File: src/rtl/spi_fifo_pkg.sv
package spi_fifo_pkg;
   typedef enum logic {ACC_BYTE = 1'b0, ACC_WORD = 1'b1} acc_mode_e;
   localparam int BYTE_W = 8;
endpackage

File: src/rtl/spi_byte_fifo.sv
module spi_byte_fifo #(
   parameter int DEPTH = 64,
   parameter int LANES = 4,
   localparam int AW = $clog2(DEPTH),
   localparam int CW = $clog2(DEPTH + 1),
   localparam int NW = $clog2(LANES + 1)
) (
   input  logic               clk,
   input  logic               rst_n,
   input  logic               clr,
   input  logic [NW-1:0]      push_n,
   input  logic [8*LANES-1:0] push_data,
   input  logic [NW-1:0]      pop_n,
   output logic [8*LANES-1:0] head,
   output logic [CW-1:0]      level
);
   generate
      if ((DEPTH & (DEPTH - 1)) != 0 || DEPTH < LANES) begin : g_bad_depth
         $error("spi_byte_fifo: DEPTH must be a power of two no smaller than LANES");
      end
   endgenerate

   logic [7:0]    mem [DEPTH];
   logic [AW-1:0] wp, rp;
   logic [CW-1:0] cnt;

   always_ff @(posedge clk) begin
      for (int i = 0; i < LANES; i++) begin
         if (NW'(i) < push_n) mem[wp + AW'(i)] <= push_data[8*i +: 8];
      end
   end

   always_ff @(posedge clk) begin
      if (!rst_n || clr) begin
         wp  <= '0;
         rp  <= '0;
         cnt <= '0;
      end else begin
         wp  <= wp + AW'(push_n);
         rp  <= rp + AW'(pop_n);
         cnt <= cnt + CW'(push_n) - CW'(pop_n);
      end
   end

   generate
      for (genvar g = 0; g < LANES; g++) begin : g_head
         assign head[8*g +: 8] = (CW'(g) < cnt) ? mem[rp + AW'(g)] : 8'h00;
      end
   endgenerate

   assign level = cnt;

   // occupancy never passes capacity
   p_level_bound_r1: assert property (@(posedge clk) disable iff (!rst_n)
      level <= CW'(DEPTH));
   // the port never pushes more than the free space
   p_no_overflow_r7: assert property (@(posedge clk) disable iff (!rst_n || clr)
      (push_n != '0) |-> (CW'(push_n) <= CW'(DEPTH) - level));
   // the port never pops more than it holds
   p_no_underflow_r8: assert property (@(posedge clk) disable iff (!rst_n || clr)
      (pop_n != '0) |-> (CW'(pop_n) <= level));
endmodule

File: src/rtl/spi_len_track.sv
module spi_len_track #(
   parameter int LEN_W = 16,
   parameter int LANES = 4,
   localparam int NW = $clog2(LANES + 1)
) (
   input  logic             clk,
   input  logic             rst_n,
   input  logic             clr,
   input  logic             load,
   input  logic [LEN_W-1:0] load_val,
   input  logic             consume,
   output logic [NW-1:0]    take,
   output logic [LEN_W-1:0] remaining
);
   logic [LEN_W-1:0] rem;

   always_comb begin
      if (rem == '0 || rem >= LEN_W'(LANES)) take = NW'(LANES);
      else                                   take = rem[NW-1:0];
   end

   always_ff @(posedge clk) begin
      if (!rst_n || clr)            rem <= '0;
      else if (load)                rem <= load_val;
      else if (consume && rem != '0) rem <= rem - LEN_W'(take);
   end

   assign remaining = rem;

   // without a load, the count can only fall
   p_rem_monotonic_r6: assert property (@(posedge clk) disable iff (!rst_n)
      (!load && !clr) |=> (remaining <= $past(remaining)));
endmodule

File: src/rtl/spi_fifo_port.sv
module spi_fifo_port
   import spi_fifo_pkg::*;
#(
   parameter int DEPTH = 64,
   parameter int BUS_W = 32,
   parameter int LEN_W = 16,
   localparam int LANES = BUS_W / BYTE_W,
   localparam int CW = $clog2(DEPTH + 1),
   localparam int NW = $clog2(LANES + 1)
) (
   input  logic             clk,
   input  logic             rst_n,
   input  logic             clr,
   input  logic             wide_en,
   input  logic             wr_valid,
   input  logic [BUS_W-1:0] wr_data,
   input  logic             rd_valid,
   output logic [BUS_W-1:0] rd_data,
   input  logic             len_wr_valid,
   input  logic [LEN_W-1:0] len_wr_data,
   output logic [LEN_W-1:0] remaining,
   output logic             tx_ovf,
   input  logic             tx_pop,
   output logic [7:0]       tx_data,
   output logic [CW-1:0]    tx_level,
   input  logic             rx_push,
   input  logic [7:0]       rx_data,
   output logic [CW-1:0]    rx_level
);
   generate
      if (BUS_W % BYTE_W != 0 || LANES < 2) begin : g_bad_bus
         $error("spi_fifo_port: BUS_W must be a multiple of 8 and at least 16");
      end
   endgenerate

   acc_mode_e mode;
   assign mode = acc_mode_e'(wide_en);

   logic [NW-1:0]    take, tx_want, tx_push_n, tx_pop_n, rx_push_n, rx_pop_n;
   logic [BUS_W-1:0] tx_head, rx_head, rd_next;
   logic             tx_fits, consume;

   assign tx_want   = (mode == ACC_WORD) ? take : NW'(1);
   assign tx_fits   = CW'(tx_want) <= (CW'(DEPTH) - tx_level);
   assign tx_push_n = (wr_valid && tx_fits) ? tx_want : '0;
   assign tx_pop_n  = (tx_pop && tx_level != '0) ? NW'(1) : '0;
   assign consume   = wr_valid && tx_fits && (mode == ACC_WORD);

   spi_len_track #(.LEN_W(LEN_W), .LANES(LANES)) u_len (
      .clk(clk), .rst_n(rst_n), .clr(clr),
      .load(len_wr_valid), .load_val(len_wr_data),
      .consume(consume), .take(take), .remaining(remaining));

   spi_byte_fifo #(.DEPTH(DEPTH), .LANES(LANES)) u_txq (
      .clk(clk), .rst_n(rst_n), .clr(clr),
      .push_n(tx_push_n), .push_data(wr_data),
      .pop_n(tx_pop_n), .head(tx_head), .level(tx_level));

   assign tx_data = tx_head[7:0];

   always_ff @(posedge clk) begin
      if (!rst_n || clr)           tx_ovf <= 1'b0;
      else if (wr_valid && !tx_fits) tx_ovf <= 1'b1;
   end

   assign rx_push_n = (rx_push && rx_level != CW'(DEPTH)) ? NW'(1) : '0;
   always_comb begin
      if (mode == ACC_WORD)
         rx_pop_n = (rx_level >= CW'(LANES)) ? NW'(LANES) : rx_level[NW-1:0];
      else
         rx_pop_n = (rx_level != '0) ? NW'(1) : '0;
      if (!rd_valid) rx_pop_n = '0;
   end

   spi_byte_fifo #(.DEPTH(DEPTH), .LANES(LANES)) u_rxq (
      .clk(clk), .rst_n(rst_n), .clr(clr),
      .push_n(rx_push_n), .push_data({{(BUS_W-8){1'b0}}, rx_data}),
      .pop_n(rx_pop_n), .head(rx_head), .level(rx_level));

   generate
      for (genvar g = 0; g < LANES; g++) begin : g_rd_lane
         if (g == 0) begin : g_low
            assign rd_next[7:0] = rx_head[7:0];
         end else begin : g_up
            assign rd_next[8*g +: 8] = (mode == ACC_WORD) ? rx_head[8*g +: 8] : 8'h00;
         end
      end
   endgenerate

   always_ff @(posedge clk) begin
      if (!rst_n)        rd_data <= '0;
      else if (rd_valid) rd_data <= rd_next;
   end

   // the flag holds until clear
   p_ovf_sticky_r7: assert property (@(posedge clk) disable iff (!rst_n)
      (tx_ovf && !clr) |=> tx_ovf);
   // a rejected write leaves the level alone
   p_drop_keeps_level_r7: assert property (@(posedge clk) disable iff (!rst_n)
      (wr_valid && !tx_fits && !tx_pop && !clr) |=> (tx_level == $past(tx_level)));
   // clear empties everything
   p_clr_empties_r9: assert property (@(posedge clk) disable iff (!rst_n)
      clr |=> (tx_level == '0 && rx_level == '0 && remaining == '0 && !tx_ovf));
   // empty read returns zero
   p_empty_read_zero_r8: assert property (@(posedge clk) disable iff (!rst_n)
      (rd_valid && rx_level == '0) |=> (rd_data == '0));
   // byte reads never carry upper lanes
   p_byte_read_upper_r3: assert property (@(posedge clk) disable iff (!rst_n)
      (rd_valid && !wide_en) |=> (rd_data[BUS_W-1:8] == '0));
endmodule

File: config.mk
export PLATFORM = sky130hd
export DESIGN_NAME = spi_fifo_port
export DESIGN_NICKNAME = d
export VERILOG_FILES = /design/src/rtl/spi_fifo_pkg.sv /design/src/rtl/spi_byte_fifo.sv /design/src/rtl/spi_len_track.sv /design/src/rtl/spi_fifo_port.sv
export SDC_FILE = /design/constraint.sdc
export NUM_CORES = 2
export LEC_CHECK = 0
export CAP_MARGIN = 40
export CORE_UTILIZATION = 45
export CTS_CLUSTER_SIZE = 8
export DETAILED_ROUTE_END_ITERATION = 8
export PLACE_DENSITY = 0.61
export SYNTH_ARGS = -nofsm -noshare
export SYNTH_HDL_FRONTEND = slang
export SYNTH_SLANG_ARGS = --single-unit
File: constraint.sdc
create_clock -name clk -period 11.9 [get_ports clk]
set_input_delay 1.19 -clock clk [delete_from_list [all_inputs] [get_ports clk]]
set_output_delay 1.19 -clock clk [all_outputs]
set_load 0.02 [all_outputs]
Word-level counts from Yosys, hierarchy flattened

Memory sizes are Yosys's and may differ from the RTL's. A register that Yosys moved wholly into a read port is not among the register bits.
Index checks and enable logic that the tools add are counted.

Register bits: 87
Bits in writable memories: 1024
Bits of input ports: 65
Word-level logic and storage cells: 111
Memories: 2

Memory list:

| memory    | words | width | read ports | clocked after Yosys merged registers in | wr ports | RTL line            | RTL |
|---|---|---|---|---|---|---|---|
| u_rxq.mem | 64    | 8     | 4          | 1                                       | 1        | spi_byte_fifo.sv:23 | `logic [7:0] mem [DEPTH];` |
| u_txq.mem | 64    | 8     | 1          | 1                                       | 4        | spi_byte_fifo.sv:23 |  |

$add $sub $neg: 19
$lt $le $gt $ge: 16
Equality and inequality tests: 1
Multiplexer cells: 46
Reduce and logical (&&, ||, !) cells: 18

Operators with widths:

| kind                                                                         | count |
|---|---|
| 8-bit 2-to-1 mux                                                             | 11 |
| 6-bit by 2-bit adder with 6-bit output (second input constant)               | 6 |
| 16-bit 2-to-1 mux                                                            | 2 |
| 6-bit 2-to-1 mux                                                             | 5 |
| 8-bit OR reduction                                                           | 3 |
| 1-bit 2-to-1 mux                                                             | 22 |
| 1-bit by 7-bit less-than comparator with 1-bit output (first input constant) | 3 |
| 6-bit by 1-bit adder with 6-bit output (second input constant)               | 3 |
| 3-bit 2-to-1 mux                                                             | 6 |
| 16-bit by 3-bit >= comparator with 1-bit output (second input constant)      | 1 |
| 16-bit logical NOT                                                           | 1 |
| 16-bit nonzero test                                                          | 1 |
| 16-bit by 3-bit subtractor with 16-bit output                                | 1 |
| 2-bit by 7-bit less-than comparator with 1-bit output (first input constant) | 2 |
| 7-bit nonzero test                                                           | 2 |
| 6-bit by 1-bit adder with 6-bit output                                       | 2 |
| 6-bit by 3-bit adder with 6-bit output                                       | 2 |
| 7-bit by 1-bit adder with 7-bit output                                       | 1 |
| 7-bit by 3-bit adder with 7-bit output                                       | 1 |
| 7-bit by 3-bit >= comparator with 1-bit output (second input constant)       | 1 |
| 3-bit by 7-bit <= comparator with 1-bit output                               | 1 |
| 7-bit inequality test (second input constant)                                | 1 |
| 7-bit by 1-bit subtractor with 7-bit output                                  | 1 |
| 7-bit by 3-bit subtractor with 7-bit output                                  | 1 |
| 9 further kinds                                                              | 20 |

Longest topological paths before layout

Depth after elaboration: 10
Mapped depth: 27

Cells and area by module

Synthesis repeated with hierarchy kept, for this count alone.

Cell total of the unflattened synthesis: 10235
Area, all modules: 100501.4 µm²

Modules (own cells, without submodules):

| module                 | instances | cells an instance | area an instance (µm²) | sequential area each (µm²) |
|---|---|---|---|---|
| spi_byte_fifo at u_txq | 1         | 4942              | 48930.7                | 15755.1 |
| spi_byte_fifo at u_rxq | 1         | 4977              | 48848.1                | 15755.1 |
| spi_fifo_port          | 1         | 176               | 1586.5                 | 660.6 |
| spi_len_track          | 1         | 140               | 1136.1                 | 320.3 |

Worst setup path before layout

No wires, ideal clock.

Kind: input to register
Start point: input port wide_en
End point: register u_txq.cnt[6] (netlist: u_txq.level[6])
Library setup time: 0.128 ns
Arrival time: 5.569 ns
Slack: 6.204 ns
Stages on the path: 26
Path buffers: 8
Cells stage by stage: buf_2 > clkbuf_1 > clkbuf_1 > nand2_1 > nor2_1 > ha_1 > nor2b_1 > o311a_1 > buf_4 > buf_4 > nand2_1 > buf_2 > buf_2 > clkbuf_1 > nand2_1 > nor2_1 > ha_1 > inv_1 > fa_1 > nor2b_1 > o21ai_0 > nand2b_1 > a21oi_1 > o21bai_1 > xor2_1 > nor2_1

Cells in the longest elaborated chain, start to end: 6

RTL lines:

| item                                            | RTL line            | RTL |
|---|---|---|
| start, declared                                 | spi_fifo_port.sv:14 | `input logic wide_en,` |
| 3-bit 2-to-1 mux (*)                            | spi_fifo_port.sv:43 | `assign tx_want = (mode == ACC_WORD) ? take : NW'(1);` |
| 3-bit by 7-bit <= comparator with 1-bit output  | spi_fifo_port.sv:44 | `assign tx_fits = CW'(tx_want) <= (CW'(DEPTH) - tx_level);` |
| 1-bit logical AND                               | spi_fifo_port.sv:45 | `assign tx_push_n = (wr_valid && tx_fits) ? tx_want : '0;` |
| 3-bit 2-to-1 mux (*)                            | spi_fifo_port.sv:45 |  |
| 7-bit by 3-bit adder with 7-bit output (*)      | spi_byte_fifo.sv:41 | `cnt <= cnt + CW'(push_n) - CW'(pop_n);` |
| 7-bit by 1-bit subtractor with 7-bit output (*) | spi_byte_fifo.sv:41 |  |
| end signal, assigned                            | spi_byte_fifo.sv:41 |  |
| end, declared                                   | spi_byte_fifo.sv:25 | `logic [CW-1:0] cnt;` |

Every way passes the cells marked *; elsewhere a longest branch is shown, timed or not.
A chain may end at the register's enable or synchronous reset.

==> summary.json <==
{
  "post-route-drc-count": 128,
  "drive_above_1_share_pct": 23.0,
  "floorplan.initialDensity_pct": 45.5,
  "detail_route.first_pass.iterations": 9,
  "slew_violations": 0,
  "tritoncts": "done",
  "placeableCoreArea_sq_mm": 0.165,
  "top_achievable_clock_speed_ghz": 0.158,
  "mappedNetlistArea_sq_mm": 0.0752,
  "synth_largest_area_cell": "sky130_fd_sc_hd__edfxtp_1",
  "fp.dieH_microns": 411,
  "cp_slowest_cell": "sky130_fd_sc_hd__buf_4",
  "portion_of_the_post_synthesis_area_used_by_sequential_elements_pct": 43.2,
  "worstPathArrival_ns": 5.15,
  "clkSinkCount": 1111,
  "clock-skew-final_ns": 0.0427,
  "postRouteWirelength_microns": 367000,
  "tritoncts.num_buffers": 161,
  "rsz0062_at_grt": "no",
  "ctsHtreeMaxLevel": 4,
  "final.setup.tns_ns": 0,
  "crit_fanout": 40,
  "netlist_top_cells_area": "sky130_fd_sc_hd__edfxtp_1, sky130_fd_sc_hd__mux4_2, sky130_fd_sc_hd__nand2_1",
  "yosys_register_bits": 1111,
  "worstSetupStartpointType": "flip-flop",
  "period_needed_ns": 6.34,
  "wire_per_inst_microns": 41.6,
  "async_reset_ff_share_pct": 0,
  "synth_top_flop_cell": "sky130_fd_sc_hd__edfxtp_1",
  "first_iter_violations": 11680,
  "crit_path_cell_chain": "buf_4 -> buf_4 -> mux4_2 -> mux4_2 -> mux2i_1 -> o22ai_1 -> clkdlybuf4s50_1",
  "path_class": "reg2out",
  "fp.dieW_microns": 411,
  "power_density_over_cell_area_mw_per_mm2": 149,
  "dpl.hpwl_microns": 252000,
  "timing.final.ws_setup_ns": 5.56,
  "worst-slew-pin-transition_ns": 1.07,
  "critical_path_required_ns": 10.71,
  "setup_viol": 0,
  "cap_violations": 0,
  "net_count_of_the_mapped_netlist": 6587,
  "post_drt_via_cell_ratio": 7.75,
  "cts-hold-fix-buffers": 0,
  "run_status": "finished with violations",
  "setup.worst_path.end_class": "primary output",
  "worst_rel_slew_slack_pct": 28.3,
  "area_delta_synth_final_pct": 13.8,
  "grtUsageTotal_pct": 42.8,
  "global_route_wire_length_before_repair_microns": 505000,
  "critPathMaxStageDelay_ns": 0.81,
  "synth_area_per_cell_sq_um": 11.6,
  "die-area_sq_mm": 0.169,
  "placement.setup.worst_slack_ns": 5.81,
  "post_cts.repair.setup_buffers": 0,
  "leakage_nw": 27.3,
  "synth.distinct_cells": 103,
  "num_vias": 68399,
  "layout_worst_path_cycle_share_pct": 53.3,
  "vdd.ir_drop.worst_v": 0.000163,
  "placement.io_buffers": 135,
  "number_of_flops_mapped_to_enable_cells_by_yosys": 1024,
  "insertion_delay_ns": 0.86,
  "layout.nets": 6646,
  "grt_start_max_net_pins": 133,
  "gpl.final_weighted_congestion": 1.14,
  "n_fill_cell": 14028,
  "synth_top_area_share_pct": 40.9,
  "fp-row-count": 149,
  "gr-total-overflow": 0,
  "violations_in_the_final_reports": "design-rule violations",
  "clk_pin_slew_ns": 0.05,
  "final_common_cell": "sky130_fd_sc_hd__edfxtp_1",
  "ys.warnings.count": 0,
  "post_cts_resized": 0,
  "final_cell_mix": "sky130_fd_sc_hd__edfxtp_1, sky130_fd_sc_hd__mux4_2, sky130_fd_sc_hd__nand2_1, sky130_fd_sc_hd__nor2_1, sky130_fd_sc_hd__o21ai_0",
  "timing_hold_violations_final": 0,
  "cts-root-buf": "sky130_fd_sc_hd__clkbuf_16",
  "number_of_antenna_violations_at_the_first_check_in_global_routing": 22,
  "first_global_vias": 63118,
  "hold_class": "reg2reg",
  "antenna_left": 0,
  "cts-root-to-sink-buffers": 3,
  "final.hold.worst_slack_ns": 0.478,
  "postSynthCellCount": 6471,
  "design.portCount": 136
}
[layer usage]
layer  GRT usage, %  part of all wire, %  vias up
li1               -                    -    26353
met1           50.5                   32    33535
met2           62.5                   43     6574
met3           15.9                   14     1917
met4           34.4                   10       20
met5          0.367                0.072        -
[state kept, by name, summed over array words and instances, names as in the netlist]
register,cells
u_txq.level,7
u_rxq.mem,512
rd_data,32
u_txq.mem,512
u_rxq.rp,6
u_len.remaining,16
u_rxq.level,7
u_txq.rp,6
tx_ovf,1
u_rxq.wp,6
u_txq.wp,6
[cell families (layout without fill, tap and decap cells)]
family | after synthesis | after routing | synth area share, %
simple gates | 1675 | 1675 | 10.0
flops | 1111 | 1111 | 43.2
other cells | 1 | 13 | 0.00499
buf+inv | 736 | 887 | 3.91
compound gates | 1913 | 1913 | 17.0
xor+xnor | 55 | 55 | 0.640
mux | 929 | 929 | 24.4
fa+ha+maj | 51 | 51 | 0.888
[worst max-delay path, delay by kind of cell (launching register included)]
kind                   cells  cell delay (ns)
muxes                      3             1.47
DFF                        1             0.49
AOI/OAI and AO/OA          1             0.11
buffers and inverters      3             2.07
[cells in the mapped netlist, types with 30 or more instances]
cell	number
sky130_fd_sc_hd__nor3_1	148
sky130_fd_sc_hd__ha_1	47
sky130_fd_sc_hd__mux2i_1	198
sky130_fd_sc_hd__a22oi_1	36
sky130_fd_sc_hd__o21ai_0	426
sky130_fd_sc_hd__inv_1	62
sky130_fd_sc_hd__nand2_1	620
sky130_fd_sc_hd__buf_2	113
sky130_fd_sc_hd__nand2b_1	38
sky130_fd_sc_hd__nand3_1	142
sky130_fd_sc_hd__a31oi_1	62
sky130_fd_sc_hd__o31ai_1	181
sky130_fd_sc_hd__a22o_1	52
sky130_fd_sc_hd__o22ai_1	236
sky130_fd_sc_hd__a21oi_1	353
sky130_fd_sc_hd__dfxtp_1	87
sky130_fd_sc_hd__buf_1	99
sky130_fd_sc_hd__edfxtp_1	1024
sky130_fd_sc_hd__a221oi_1	210
sky130_fd_sc_hd__mux4_2	721
sky130_fd_sc_hd__nor2b_1	69
sky130_fd_sc_hd__a211oi_1	81
sky130_fd_sc_hd__clkbuf_1	451
sky130_fd_sc_hd__and2_1	30
sky130_fd_sc_hd__o211ai_1	46
sky130_fd_sc_hd__nor2_1	465
[worst paths after layout]
kind / startpoint / endpoint / slack, ns / cells after the start
worst max register to register: u_len.remaining[5] / u_txq.mem[51][3] / 6.49 / 14
worst min register to register: rd_data[15] / rd_data[15] / 0.48 / 2
worst min-delay path: rd_data[15] / rd_data[15] / 0.48 / 2
worst max-delay path: u_txq.rp[0] / tx_data[7] / 5.56 / 7
[through the flow]
stage          power [mW]  area, sq um  utilization, %  std cells
2_1_floorplan        6.60        75200               -       6471
3_3_place_gp         8.02        78900            47.7       8394
3_5_place_dp         8.13        80500            48.7       8537
4_1_cts              12.6        85300            51.6       8792
5_1_grt              12.9        85500            51.7       8812
6_report             12.8        85600            51.7       8823
[layout make-up]
cell class	instances	area (sq um)	share of cell area [%]
diodes	12	30.0	0.0351
clock buffers	238	4470	5.23
clock inverters	17	332	0.388
inverters	65	244	0.285
multi-input cells	4624	40200	47.0
flip-flops and latches	1111	32500	38.0
well taps	2189	2740	3.20
repair buffers	567	5050	5.90
[report_power, final]
group / switching (mW) / internal [mW]
Combinational: 2.52 / 1.25
Sequential: 0.0906 / 4.38
Clock: 1.87 / 2.65
Total: 4.48 / 8.27
(Power assumes the default switching activity.)
